$ cat src/rtl/pwmseg_pkg.sv
package pwmseg_pkg;

    parameter int unsigned SEG_W = 8;
    parameter int unsigned LEN_W = 16;

    localparam int unsigned SEG_FULL = (1 << SEG_W) - 1;

    typedef logic [SEG_W-1:0] seg_t;
    typedef logic [LEN_W-1:0] len_t;

    typedef enum logic {
        PH_ON  = 1'b0,
        PH_OFF = 1'b1
    } phase_e;

    typedef struct packed {
        seg_t seg_len;
        len_t rest;
    } plan_t;

    // Phase length stretched up to the threshold when shorter.
    function automatic len_t clamp_len(len_t l, seg_t m);
        return (l < len_t'(m)) ? len_t'(m) : l;
    endfunction

    // Start value so that the counter reaches all ones after len ticks.
    function automatic seg_t reload_of(seg_t len);
        return seg_t'(0) - len;
    endfunction

endpackage

$ cat src/rtl/pwmseg_split.sv
module pwmseg_split
    import pwmseg_pkg::*;
(
    input  len_t  rem_i,
    input  seg_t  min_i,
    output plan_t plan_o
);
    localparam len_t FULL     = len_t'(SEG_FULL);
    localparam len_t TWO_FULL = len_t'(2 * SEG_FULL);

    len_t tail;
    len_t half_up;
    seg_t seg;

    always_comb begin
        tail    = rem_i - FULL;
        half_up = (rem_i + len_t'(1)) >> 1;
        if (rem_i > TWO_FULL) begin
            seg = seg_t'(SEG_FULL);
        end else if (rem_i > FULL) begin
            seg = (tail >= len_t'(min_i)) ? seg_t'(SEG_FULL) : half_up[SEG_W-1:0];
        end else begin
            seg = rem_i[SEG_W-1:0];
        end
        plan_o.seg_len = seg;
        plan_o.rest    = rem_i - len_t'(seg);
    end


    always_comb begin
        if (rem_i > FULL && rem_i <= TWO_FULL && seg != seg_t'(SEG_FULL)) begin
            halves_even_chk: assert (plan_o.rest <= len_t'(seg) &&
                                     (len_t'(seg) - plan_o.rest) <= len_t'(1));
        end
    end

endmodule

$ cat src/rtl/pwmseg_arcnt.sv
module pwmseg_arcnt
    import pwmseg_pkg::*;
(
    input  logic clk_i,
    input  logic rst_i,
    input  logic run_i,
    input  logic load_i,
    input  seg_t reload_i,
    output logic wrap_o
);
    seg_t cnt;

    always_ff @(posedge clk_i) begin
        if (rst_i) begin
            cnt <= '0;
        end else if (load_i) begin
            cnt <= reload_i;
        end else if (run_i) begin
            cnt <= cnt + seg_t'(1);
        end
    end

    assign wrap_o = run_i && (cnt == '1);


    count_step_chk: assert property (@(posedge clk_i) disable iff (rst_i)
        run_i && $past(run_i) && !$past(load_i) |-> cnt == $past(cnt) + seg_t'(1));

endmodule

$ cat src/rtl/pwmseg_seq.sv
module pwmseg_seq
    import pwmseg_pkg::*;
(
    input  logic clk_i,
    input  logic rst_i,
    input  logic en_i,
    input  len_t hi_len_i,
    input  len_t lo_len_i,
    input  seg_t min_seg_i,
    output logic level_on_o,
    output logic mark_o
);
    logic   active;
    phase_e phase;
    len_t   rem;
    len_t   lo_lat;
    seg_t   min_lat;
    logic   mark_q;

    logic   start, fin, relatch, load, wrap;
    len_t   src;
    seg_t   min_use;
    phase_e nxt_ph;
    plan_t  plan;

    always_comb begin
        start   = !active && en_i;
        fin     = wrap && (rem == '0);
        relatch = start || (fin && phase == PH_OFF);
        if (relatch) begin
            src     = clamp_len(hi_len_i, min_seg_i);
            min_use = min_seg_i;
            nxt_ph  = PH_ON;
        end else if (fin) begin
            src     = clamp_len(lo_lat, min_lat);
            min_use = min_lat;
            nxt_ph  = PH_OFF;
        end else begin
            src     = rem;
            min_use = min_lat;
            nxt_ph  = phase;
        end
        load = en_i && (start || wrap);
    end

    pwmseg_split u_split (
        .rem_i  (src),
        .min_i  (min_use),
        .plan_o (plan)
    );

    pwmseg_arcnt u_cnt (
        .clk_i    (clk_i),
        .rst_i    (rst_i),
        .run_i    (active),
        .load_i   (load),
        .reload_i (reload_of(plan.seg_len)),
        .wrap_o   (wrap)
    );

    always_ff @(posedge clk_i) begin
        if (rst_i) begin
            active  <= 1'b0;
            phase   <= PH_ON;
            rem     <= '0;
            lo_lat  <= '0;
            min_lat <= seg_t'(1);
            mark_q  <= 1'b0;
        end else begin
            mark_q <= load;
            if (!en_i) begin
                active <= 1'b0;
            end else if (load) begin
                active <= 1'b1;
                phase  <= nxt_ph;
                rem    <= plan.rest;
                if (relatch) begin
                    lo_lat  <= lo_len_i;
                    min_lat <= min_seg_i;
                end
            end
        end
    end

    assign level_on_o = active && (phase == PH_ON);
    assign mark_o     = mark_q;


    seg_min_chk: assert property (@(posedge clk_i) disable iff (rst_i)
        load |-> (plan.seg_len >= min_use) && (plan.seg_len != '0));


    phase_hold_chk: assert property (@(posedge clk_i) disable iff (rst_i)
        active && $past(active) && !$past(wrap) |-> $stable(phase));


    latch_hold_chk: assert property (@(posedge clk_i) disable iff (rst_i)
        $past(active) && !$past(load && relatch) |-> $stable(lo_lat) && $stable(min_lat));


    mark_gap_chk: assert property (@(posedge clk_i) disable iff (rst_i)
        mark_o && active |=> !mark_o || $past(wrap));

endmodule

$ cat src/rtl/pwmseg_gen.sv
module pwmseg_gen
    import pwmseg_pkg::*;
(
    input  logic             clk_i,
    input  logic             rst_i,
    input  logic             en_i,
    input  logic             pol_i,
    input  logic [LEN_W-1:0] hi_len_i,
    input  logic [LEN_W-1:0] lo_len_i,
    input  logic [SEG_W-1:0] min_seg_i,
    output logic             pwm_o,
    output logic             seg_mark_o
);
    logic level_on;

    pwmseg_seq u_seq (
        .clk_i      (clk_i),
        .rst_i      (rst_i),
        .en_i       (en_i),
        .hi_len_i   (hi_len_i),
        .lo_len_i   (lo_len_i),
        .min_seg_i  (min_seg_i),
        .level_on_o (level_on),
        .mark_o     (seg_mark_o)
    );

    assign pwm_o = level_on ^ pol_i;


    off_level_chk: assert property (@(posedge clk_i) disable iff (rst_i)
        !$past(en_i) |-> !level_on && !seg_mark_o);

endmodule

$ cat config.mk
export PLATFORM = sky130hd
export DESIGN_NAME = pwmseg_gen
export DESIGN_NICKNAME = d
export VERILOG_FILES = /design/src/rtl/pwmseg_pkg.sv /design/src/rtl/pwmseg_split.sv /design/src/rtl/pwmseg_arcnt.sv /design/src/rtl/pwmseg_seq.sv /design/src/rtl/pwmseg_gen.sv
export SDC_FILE = /design/constraint.sdc
export NUM_CORES = 1
export LEC_CHECK = 0
export ABC_AREA = 1
export BUFFER_PORTS_ARGS = -buffer_cell sky130_fd_sc_hd__buf_2
export CAP_MARGIN = 15
export CORE_MARGIN = 3
export CORE_UTILIZATION = 45
export DETAILED_ROUTE_END_ITERATION = 12
export GPL_ROUTABILITY_DRIVEN = 0
export GPL_TIMING_DRIVEN = 0
export HOLD_SLACK_MARGIN = 0.12
export REMOVE_ABC_BUFFERS = 1
export SLEW_MARGIN = 20
export SYNTH_ARGS = -nofsm -noshare
export SYNTH_HDL_FRONTEND = slang
export SYNTH_HIERARCHICAL = 1
export SYNTH_SLANG_ARGS = --single-unit
$ cat constraint.sdc
create_clock -name clk_i -period 8.53 [get_ports clk_i]
set_input_delay 0 -clock clk_i [delete_from_list [all_inputs] [get_ports clk_i]]
set_output_delay 0 -clock clk_i [all_outputs]
set_load 0.005 [all_outputs]
# [Yosys cells after proc, flatten, opt, wreduce, memory -nomap -nowiden]
# Cells that the tools add are included.
[classes] mux=12 mul=0 reduce_logical=16 div_mod_pow=0 add_sub_neg=5 n_shift=0 n_eq_ne=1 order_cmp=5 n_bitwise=3
[ops] cell="16-bit two-way mux" count=4
[ops] cell="8-bit two-way mux" count=6
[ops] cell="16-bit by 8-bit less-than comparator with 1-bit output" count=2
[ops] cell="16-bit by 8-bit >= comparator with 1-bit output" count=1
[ops] cell="16-bit by 8-bit > comparator with 1-bit output (second input constant)" count=1
[ops] cell="16-bit by 9-bit > comparator with 1-bit output (second input constant)" count=1
[ops] cell="16-bit logical NOT" count=1
[ops] cell="16-bit by 8-bit subtractor with 16-bit output" count=1
[ops] cell="16-bit by 8-bit subtractor with 16-bit output (second input constant)" count=1
[ops] cell="9-bit by 1-bit adder with 9-bit output (second input constant)" count=1
[ops] cell="8-bit by 1-bit adder with 8-bit output (second input constant)" count=1
[ops] cell="8-bit == test (second input constant)" count=1
[ops] cell="1-bit by 8-bit subtractor with 8-bit output (first input constant)" count=1
[ops] cell="1-bit logical AND" count=6
[ops] cell="3-bit AND reduction" count=2
[ops] cell="2-bit nonzero test" count=2
[ops] cell="1-bit logical OR" count=2
[ops] cell="1-bit two-way mux" count=2
[ops] cell="1-bit inverter" count=2
[ops] cell="2-bit AND reduction" count=1
[ops] cell="2-bit OR reduction" count=1
[ops] cell="1-bit logical NOT" count=1
[ops] cell="1-bit bitwise XOR" count=1
[totals] rom_bits=0 reg_bits=51 out_inout_bits=2 n_memories=0 latchBits=0 ram_bits=0

# [Longest topological paths before layout]
# Gate-level depths: netlist (run 1).
[depth] word_depth=13 ltp_mapped=45

# [By module]
# The synthesis (run 1) kept the hierarchy.
[by_module_without_submodules] module="pwmseg_seq" area_each_um2=2880.3 seq_area_each_um2=860.8 instances=1 cells_each=455
[by_module_without_submodules] module="pwmseg_split" area_each_um2=1223.7 seq_area_each_um2=0.0 instances=1 cells_each=211
[by_module_without_submodules] module="pwmseg_arcnt" area_each_um2=486.7 seq_area_each_um2=160.2 instances=1 cells_each=71
[by_module_without_submodules] module="pwmseg_gen" area_each_um2=18.8 seq_area_each_um2=0.0 instances=1 cells_each=5

# [Worst setup path before layout (run 1)]
# OpenSTA, ideal clock, no wires.
[synth_timing] path_kind="reg2reg" startpoint="register u_seq.u_cnt.cnt[1]" endpoint="register u_seq.rem[15]" path_stages_with_launch=42 arrival_time_ns=5.469 required_ns=8.411 setup_slack_ns=2.942 setup_ns=0.119 period_less_slack_ns=5.588 cell_sequence="dfxtp_1 -> ha_1 -> nand3_1 -> nor2_1 -> nand2_1 -> nor2_1 -> nor3b_2 -> nand3_1 -> nor2_2 -> nand3_2 -> nand2_4 -> buf_2 -> nor2_1 -> a21oi_1 -> ha_1 -> inv_1 -> nor3_1 -> xor2_1 -> [... 6 more ...] -> nor2_1 -> nand3_2 -> nor2_4 -> nand4_1 -> a21oi_1 -> ha_1 -> nand3_1 -> nand2_1 -> a21boi_1 -> o21ai_0 -> nand2_1 -> nand2_1 -> nor2_2 -> nand2_1 -> nand2_1 -> nand2_1 -> o21ai_0 -> a21oi_1"
[synth_lines] item="start: declaration" line="pwmseg_arcnt.sv:11" rtl="seg_t cnt;"
[synth_lines] item="start signal: assignment" line="pwmseg_arcnt.sv:17" rtl="cnt <= reload_i;"
[synth_lines] item="start signal: assignment" line="pwmseg_arcnt.sv:19" rtl="cnt <= cnt + seg_t'(1);"
[synth_lines] item="end signal: assignment" line="pwmseg_seq.sv:76" rtl="rem <= plan.rest;"
[synth_lines] item="end: declaration" line="pwmseg_seq.sv:15" rtl="len_t rem;"

==> run_results.csv, run 1 <==
group,metric,value,unit
sta,fin_crit_sh,0.831,
sta,fin_crit,7.09,ns
grt,met2_usage,0.392,
setup_path,crit_top_cell,"nand2_1",
floorplan,die_x,107,um
setup_path,path_max_fanout,59,
setup_path,critPathCaptureType,"flop",
layout,fin_nets,877,
sta,fin_tns_setup,0,ns
setup_path,crit_type,"flop to flop",
yosys,ys_ff_latch,51,
clock_network,cts_tree,"yes",
placed_design,dp.cells,899,
clock_network,path_clk_slew,0.10,ns
detailed_routing,wirelength,12600,um
outcome,outcome,"finished, final reports clean",
setup_path,critPathBufInv,3,
placed_design,post-dp-hpwl,9540,um
layout,nFillCells,1043,
setup_path,critPathMaxStageDelay,0.67,ns
sta,slew_headroom,0.464,
setup_path,cp_slowest_cell,"a21oi_1",
clock_network,cts_root_buffer,"clkbuf_8",
yosys,avgSynthCellArea,6.21,um^2
grt,grt_max_degree,60,
yosys,ys_top_cells_by_count,"nand2_1 (176), inv_1 (106), nor2_1 (100), dfxtp_1 (51), a21oi_1 (49)",
placed_design,numPortBuffers,45,
setup_path,critPathLaunchType,"flop",
layout,drive_gt1_frac,0.111,
setup_path,worstPathArrival,7.29,ns
layout,final_cells,932,
yosys,seq_area_frac_synth,0.221,
detailed_routing,drt_iter0_markers,288,
yosys,yosys_warnings,6,
pwr,p_leak,2.58,nW
floorplan,die_h,107,um
run,max_cap_violations,0,
yosys,synth_most_common_cell,"nand2_1",
layout,stdcell_area,5230,um^2
detailed_routing,wl_per_cell,13.5,um
grt,grt_pass1_vias,4548,
clock_network,htree_levels,2,
sta,setup_viol,0,
clock_network,cts_resized,0,
yosys,ys_top_cells_by_area,"dfxtp_1 (22%), nand2_1 (14%), ha_1 (9.2%), inv_1 (8.6%), nor2_1 (8.1%)",
clock_network,clock_path_buffers,2,
layout,syn_to_final_growth,13.5,%
detailed_routing,num_vias,4731,
pwr,total_power,0.000633,W
yosys,netlist_area,4610,um^2
floorplan,coreArea,9860,um^2
floorplan,num_rows,36,
grt,overflow,0,
grt,grt.total_usage,0.227,
detailed_routing,ant_nets,0,
detailed_routing,drcViolationCount,0,
placed_design,dpl_cell_area,4890,um^2
sta,fin_skew,0.0146,ns
yosys,yosysTopAreaCell,"dfxtp_1",
setup_path,worst_ep_required_time,8.72,ns
setup_path,cp_top_family,"simple AND/OR/NAND/NOR gates",
pwr,peakVddDrop,0.0732,mV
yosys,yosysTopAreaCellShare,0.221,
sta,max_freq,141,MHz
setup_path,rrSetupSlack,1.44,ns
clock_network,cts_sinks,51,
grt,gr-usage-met3,0.0277,
yosys,ys_types,42,
grt,grtUsageMet1,0.304,
floorplan,pin_count,46,
detailed_routing,vias_per_cell,5.08,
pwr,p_per_area,121,nW/um^2
sta,maxSlewViolCount,0,
clock_network,cts_buffers,5,
sta,worstMarginPinSlew,0.804,ns
grt,grt_busiest_layer,"met2",
yosys,synth_top_flop_cell,"dfxtp_1",
grt,grt_antenna_before_repair,0,
floorplan,initial_core_util,0.467,
yosys,synthArstFlopShare,0,
floorplan,die_area,11500,um^2
detailed_routing,drtPass1Iterations,5,
hold_path,hold_path_class,"input pin to flop",
clock_network,clock_latency,0.31,ns
sta,rsz0062_at_grt,"no",
yosys,netlist_instances,742,
yosys,synth_edf_count,0,
sta,hold_viol,0,
grt,grt_pass1_wl,21400,um
layout,num_antenna_cells,0,
## tightest hold or removal path, stage by stage
cell,delay (ns)
buf_2,0.29
inv_1,0.11
nor2_1,0.04
## registers in the layout, indices dropped and copies added (netlist names)
signal and flops:
u_seq/min_lat 8, u_seq/u_cnt/cnt 8, u_seq/lo_lat 16, u_seq/active 1
u_seq/mark_o 1, u_seq/phase 1, u_seq/rem 16
## final timing paths
path	start	end	depth (start not counted)
worst max-delay path	u_seq/u_cnt/cnt[0]$_SDFFE_PP0P_	u_seq/rem[15]$_SDFFE_PP0P_	40
worst min-delay path	en_i	u_seq/active$_SDFFE_PP0P_	3
worst max register to register	u_seq/u_cnt/cnt[0]$_SDFFE_PP0P_	u_seq/rem[15]$_SDFFE_PP0P_	40
worst min register to register	u_seq/rem[11]$_SDFFE_PP0P_	u_seq/rem[11]$_SDFFE_PP0P_	2
## power by group
part           internal (W)  switching [W]  leakage (nW)
Clock             0.0000581      0.0000880        0.0483
Combinational     0.0000807       0.000143          2.11
Sequential         0.000253      0.0000107         0.419
Total              0.000392       0.000241          2.58
## timing repair
item / 4_1_cts / 5_1_grt
buffers inserted: 0 / 0
hold buffers: 25 / 0
endpoints found under the hold margin: 32 / 0
## per-layer routing
metal | vias up | part of all wire | wire (um)
met3 | 16 | 0.037 | 462
met2 | 90 | 0.46 | 5820
met5 | - | 0 | 0
met4 | 0 | 0.012 | 146
met1 | 2128 | 0.49 | 6150
li1 | 2497 | - | -
## stage by stage
stage,setup slack (ns),utilization,hold slack [ns]
after floorplan,2.76,-,0.0624
after global placement,1.53,0.494,0.276
after detailed placement,1.48,0.496,0.281
after CTS,1.42,0.530,0.171
after global routing,0.586,0.530,0.205
final,1.44,0.530,0.181
## logic make-up after synthesis
group | share of synthesized area
buffers and inverters | 0.118
AOI/OAI and AO/OA | 0.132
xor gates and xnor gates | 0.0494
and+or+nand+nor | 0.382
DFF | 0.221
adders and majority gates | 0.0966
## cell usage in the layout, fill, tap and decap left out, drive strengths merged, types with 2 or more instances in the layout
cell	netlist	final
nand2	185	185
nor2	110	110
inv	108	109
dfxtp	51	51
a21oi	50	50
buf	14	46
nand3	43	43
o21ai	38	38
ha	34	34
dlygate4sd3	0	25
nand4	22	22
xor2	19	19
nand3b	16	16
nor3	9	9
xnor2	7	7
a22oi	6	6
clkbuf	8	5
clkinv	3	5
o211ai	4	4
a21boi	4	4
o21bai	3	3
o21a	2	2
## layout make-up
cell class              count  area (um^2)  area share
clock buffers               5         68.8      0.0132
clock inverters             3         18.8     0.00359
inverters                 111          418      0.0799
multi-input cells         558         3050       0.583
flip-flops and latches     51         1020       0.195
well taps                 133          166      0.0318
repair buffers             71          490      0.0938
No activity file was read; power rests on OpenSTA's default activity.
==> inputs of run 2 (changes only) <==
--- a/config.mk
+++ b/config.mk
@@ -5,7 +5,7 @@
 export SDC_FILE = /design/constraint.sdc
 export NUM_CORES = 1
 export LEC_CHECK = 0
-export ABC_AREA = 1
+export ABC_AREA = 0
 export BUFFER_PORTS_ARGS = -buffer_cell sky130_fd_sc_hd__buf_2
 export CAP_MARGIN = 15
 export CORE_MARGIN = 3
==> constraint.sdc (replaced) <==
create_clock -name clk_i -period 6.8 [get_ports clk_i]
set_input_delay 0 -clock clk_i [delete_from_list [all_inputs] [get_ports clk_i]]
set_output_delay 0 -clock clk_i [all_outputs]
set_load 0.005 [all_outputs]
==> run 2 against run 1 <==
Maximum frequency grew 10%. Hold slack gained 0.014 ns. Synthesized cell count shrank 27%. Global-route usage shrank 0.059 points. Highest routed layer unchanged. Wire length shrank 5.9%. Clock skew shrank 0.0055 ns. Area after synthesis shrank 9.0%. Final area shrank 0.55%.
==> run_results.csv, run 2 <==
group,metric,value,unit
outcome,outcome,"finished, final reports clean",
grt,overflow,0,
sta,hold_viol,0,
run,max_cap_violations,0,
setup_path,worstPathArrival,6.61,ns
detailed_routing,wirelength,11800,um
hold_path,hold_path_class,"input pin to flop",
detailed_routing,drt_iter0_markers,210,
yosys,avgSynthCellArea,7.73,um^2
yosys,ys_top_cells_by_count,"nand2_1 (64), dfxtp_1 (51), nor2_1 (40), ha_1 (34), inv_1 (34)",
sta,max_freq,155,MHz
detailed_routing,vias_per_cell,5.90,
yosys,seq_area_frac_synth,0.243,
placed_design,dpl_cell_area,4490,um^2
clock_network,cts_root_buffer,"clkbuf_8",
layout,fin_nets,691,
sta,fin_crit,6.44,ns
floorplan,die_h,103,um
clock_network,clock_latency,0.30,ns
yosys,yosys_warnings,6,
grt,grt_antenna_before_repair,0,
setup_path,crit_top_cell,"ha_1",
yosys,synth_edf_count,0,
clock_network,path_clk_slew,0.10,ns
floorplan,die_area,10500,um^2
layout,final_cells,721,
yosys,ys_top_cells_by_area,"dfxtp_1 (24%), ha_1 (10%), nand2_1 (5.7%), nand4b_1 (4.6%), a21oi_1 (3.8%)",
layout,utilization,0.585,
placed_design,dp.cells,669,
setup_path,critPathMaxStageDelay,0.43,ns
sta,worstMarginPinSlew,1.31,ns
setup_path,critPathCaptureType,"flop",
sta,slew_headroom,0.118,
yosys,ys_types,58,
setup_path,critPathBufInv,5,
yosys,netlist_instances,543,
yosys,synth_top_flop_cell,"dfxtp_1",
layout,syn_to_final_growth,23.9,%
yosys,netlist_area,4200,um^2
sta,maxSlewViolCount,0,
sta,setup_viol,0,
detailed_routing,drtPass1Iterations,5,
setup_path,cp_top_family,"compound AO/OA/AOI/OAI gates",
clock_network,cts_buffers,5,
setup_path,cp_slowest_cell,"o32a_4",
grt,grt.total_usage,0.226,
pwr,total_power,0.000871,W
setup_path,critPathLaunchType,"flop",
yosys,ys_ff_latch,51,
detailed_routing,wl_per_cell,16.4,um
sta,fin_skew,0.00907,ns
clock_network,cts_sinks,51,
yosys,yosysTopAreaCellShare,0.243,
placed_design,numPortBuffers,45,
layout,stdcell_area,5200,um^2
yosys,synth_most_common_cell,"nand2_1",
pwr,p_leak,2.07,nW
layout,num_antenna_cells,0,
setup_path,path_max_fanout,19,
setup_path,worst_ep_required_time,6.97,ns
layout,mostFrequentLayoutCells,"nand2_1 (64), dfxtp_1 (51), buf_2 (44), nor2_1 (37), inv_1 (34)",
layout,layout_commonest_cell,"nand2_1",
floorplan,num_rows,34,
pwr,peakVddDrop,0.0864,mV
layout,top_regs,"u_seq/lo_lat (16), u_seq/rem (16)",
clock_network,cts_tree,"yes",
floorplan,pin_count,46,
grt,grt_max_degree,74,
clock_network,htree_levels,2,
yosys,synthArstFlopShare,0,
detailed_routing,drcViolationCount,0,
layout,drive_gt1_frac,0.186,
sta,fin_crit_sh,0.947,
floorplan,initial_core_util,0.472,
placed_design,post-dp-hpwl,8170,um
grt,grt_pass1_vias,3966,
pwr,p_per_area,167,nW/um^2
detailed_routing,ant_nets,0,
detailed_routing,num_vias,4257,
clock_network,clock_path_buffers,2,
floorplan,die_x,103,um
grt,grt_pass1_wl,19200,um
setup_path,crit_type,"flop to flop",
floorplan,coreArea,8890,um^2
yosys,yosysTopAreaCell,"dfxtp_1",
[run 2: cell types whose count changed after synthesis, moves of 9 or more]
| cell | delta |
|---|---|
| nand4b_1 | +22 |
| inv_1 | -72 |
| nand2_1 | -112 |
| nand2b_1 | +18 |
| mux2i_1 | +9 |
| nor2_1 | -60 |
| a21oi_1 | -17 |
| a211oi_1 | +10 |
| clkbuf_1 | +12 |
| nand3_1 | -28 |
| nand3b_1 | -15 |
[run 2: per-stage QoR]
step / TNS (ns) / hold slack (ns) / setup WS, ns
2_1_floorplan: -1.63 / 0.0554 / -0.353
3_3_place_gp: -31.44 / 0.255 / -2.08
4_1_cts: 0 / 0.187 / 0.0140
6_report: 0 / 0.195 / 0.361
3_5_place_dp: -10.76 / 0.259 / -1.14
5_1_grt: -0.0894 / 0.227 / -0.0439
[run 2: cell families (layout without fill, tap and decap cells)]
kind of cell | count (synthesis) | in the layout | synth area share
and+or+nand+nor | 209 | 210 | 0.267
AOI/OAI and AO/OA | 142 | 142 | 0.233
buffers and inverters | 67 | 136 | 0.0659
DFF | 51 | 51 | 0.243
adders and majority gates | 35 | 35 | 0.106
xor gates and xnor gates | 28 | 28 | 0.0584
muxes | 11 | 11 | 0.0268
[run 2: report_power, final]
group / internal [W] / total, W / leakage, nW / switching, W
sequential: 0.000319 / 0.000337 / 0.417 / 0.0000179
clock: 0.0000747 / 0.000187 / 0.0461 / 0.000112
combinational: 0.000147 / 0.000348 / 1.60 / 0.000201
total: 0.000540 / 0.000871 / 2.07 / 0.000331
[run 2: final timing paths]
check / slack, ns / cells past startpoint / endpoint / from
worst max register to register: 0.36 / 31 / u_seq/rem[12]$_SDFFE_PP0P_ / u_seq/u_cnt/cnt[0]$_SDFFE_PP0P_
worst min-delay path: 0.19 / 6 / u_seq/rem[14]$_SDFFE_PP0P_ / hi_len_i[14]
worst max-delay path: 0.36 / 31 / u_seq/rem[12]$_SDFFE_PP0P_ / u_seq/u_cnt/cnt[0]$_SDFFE_PP0P_
worst min register to register: 0.48 / 2 / u_seq/rem[7]$_SDFFE_PP0P_ / u_seq/rem[7]$_SDFFE_PP0P_
[run 2: cell type report]
type	count	area (um^2)
Inverter	35	133
Tap cell	108	135
Fill cell	819	3690
Clock inverter	3	23.8
Sequential cell	51	1020
Timing Repair Buffer	93	697
Clock buffer	5	68.8
Multi-Input combinational cell	426	3120
[run 2: timing repair]
action                                  4_1_cts  5_1_grt
endpoints found under the hold margin        26        0
gates resized for setup                      18       16
pin swaps                                     8       11
hold buffers                                 25        0
buffers inserted                             10        8
cloned                                        0        1
endpoints found under the setup margin       18       14
[run 2: worst min-delay path: cells and delay by family]
| family | cells | cell delay (ns) |
|---|---|---|
| buffers and inverters | 1 | 0.09 |
| AOI/OAI and AO/OA | 2 | 0.18 |
| xor gates and xnor gates | 1 | 0.09 |
| and+or+nand+nor | 2 | 0.10 |
[run 2: layer usage]
layer / share of wire / global-route usage / wire length [um] / vias up
met4: 0.010 / 0.0404 / 120 / 0
met2: 0.46 / 0.379 / 5470 / 123
met1: 0.48 / 0.312 / 5670 / 1999
met5: 0 / 0 / 0 / -
met3: 0.048 / 0.0338 / 565 / 8
li1: - / - / - / 2127
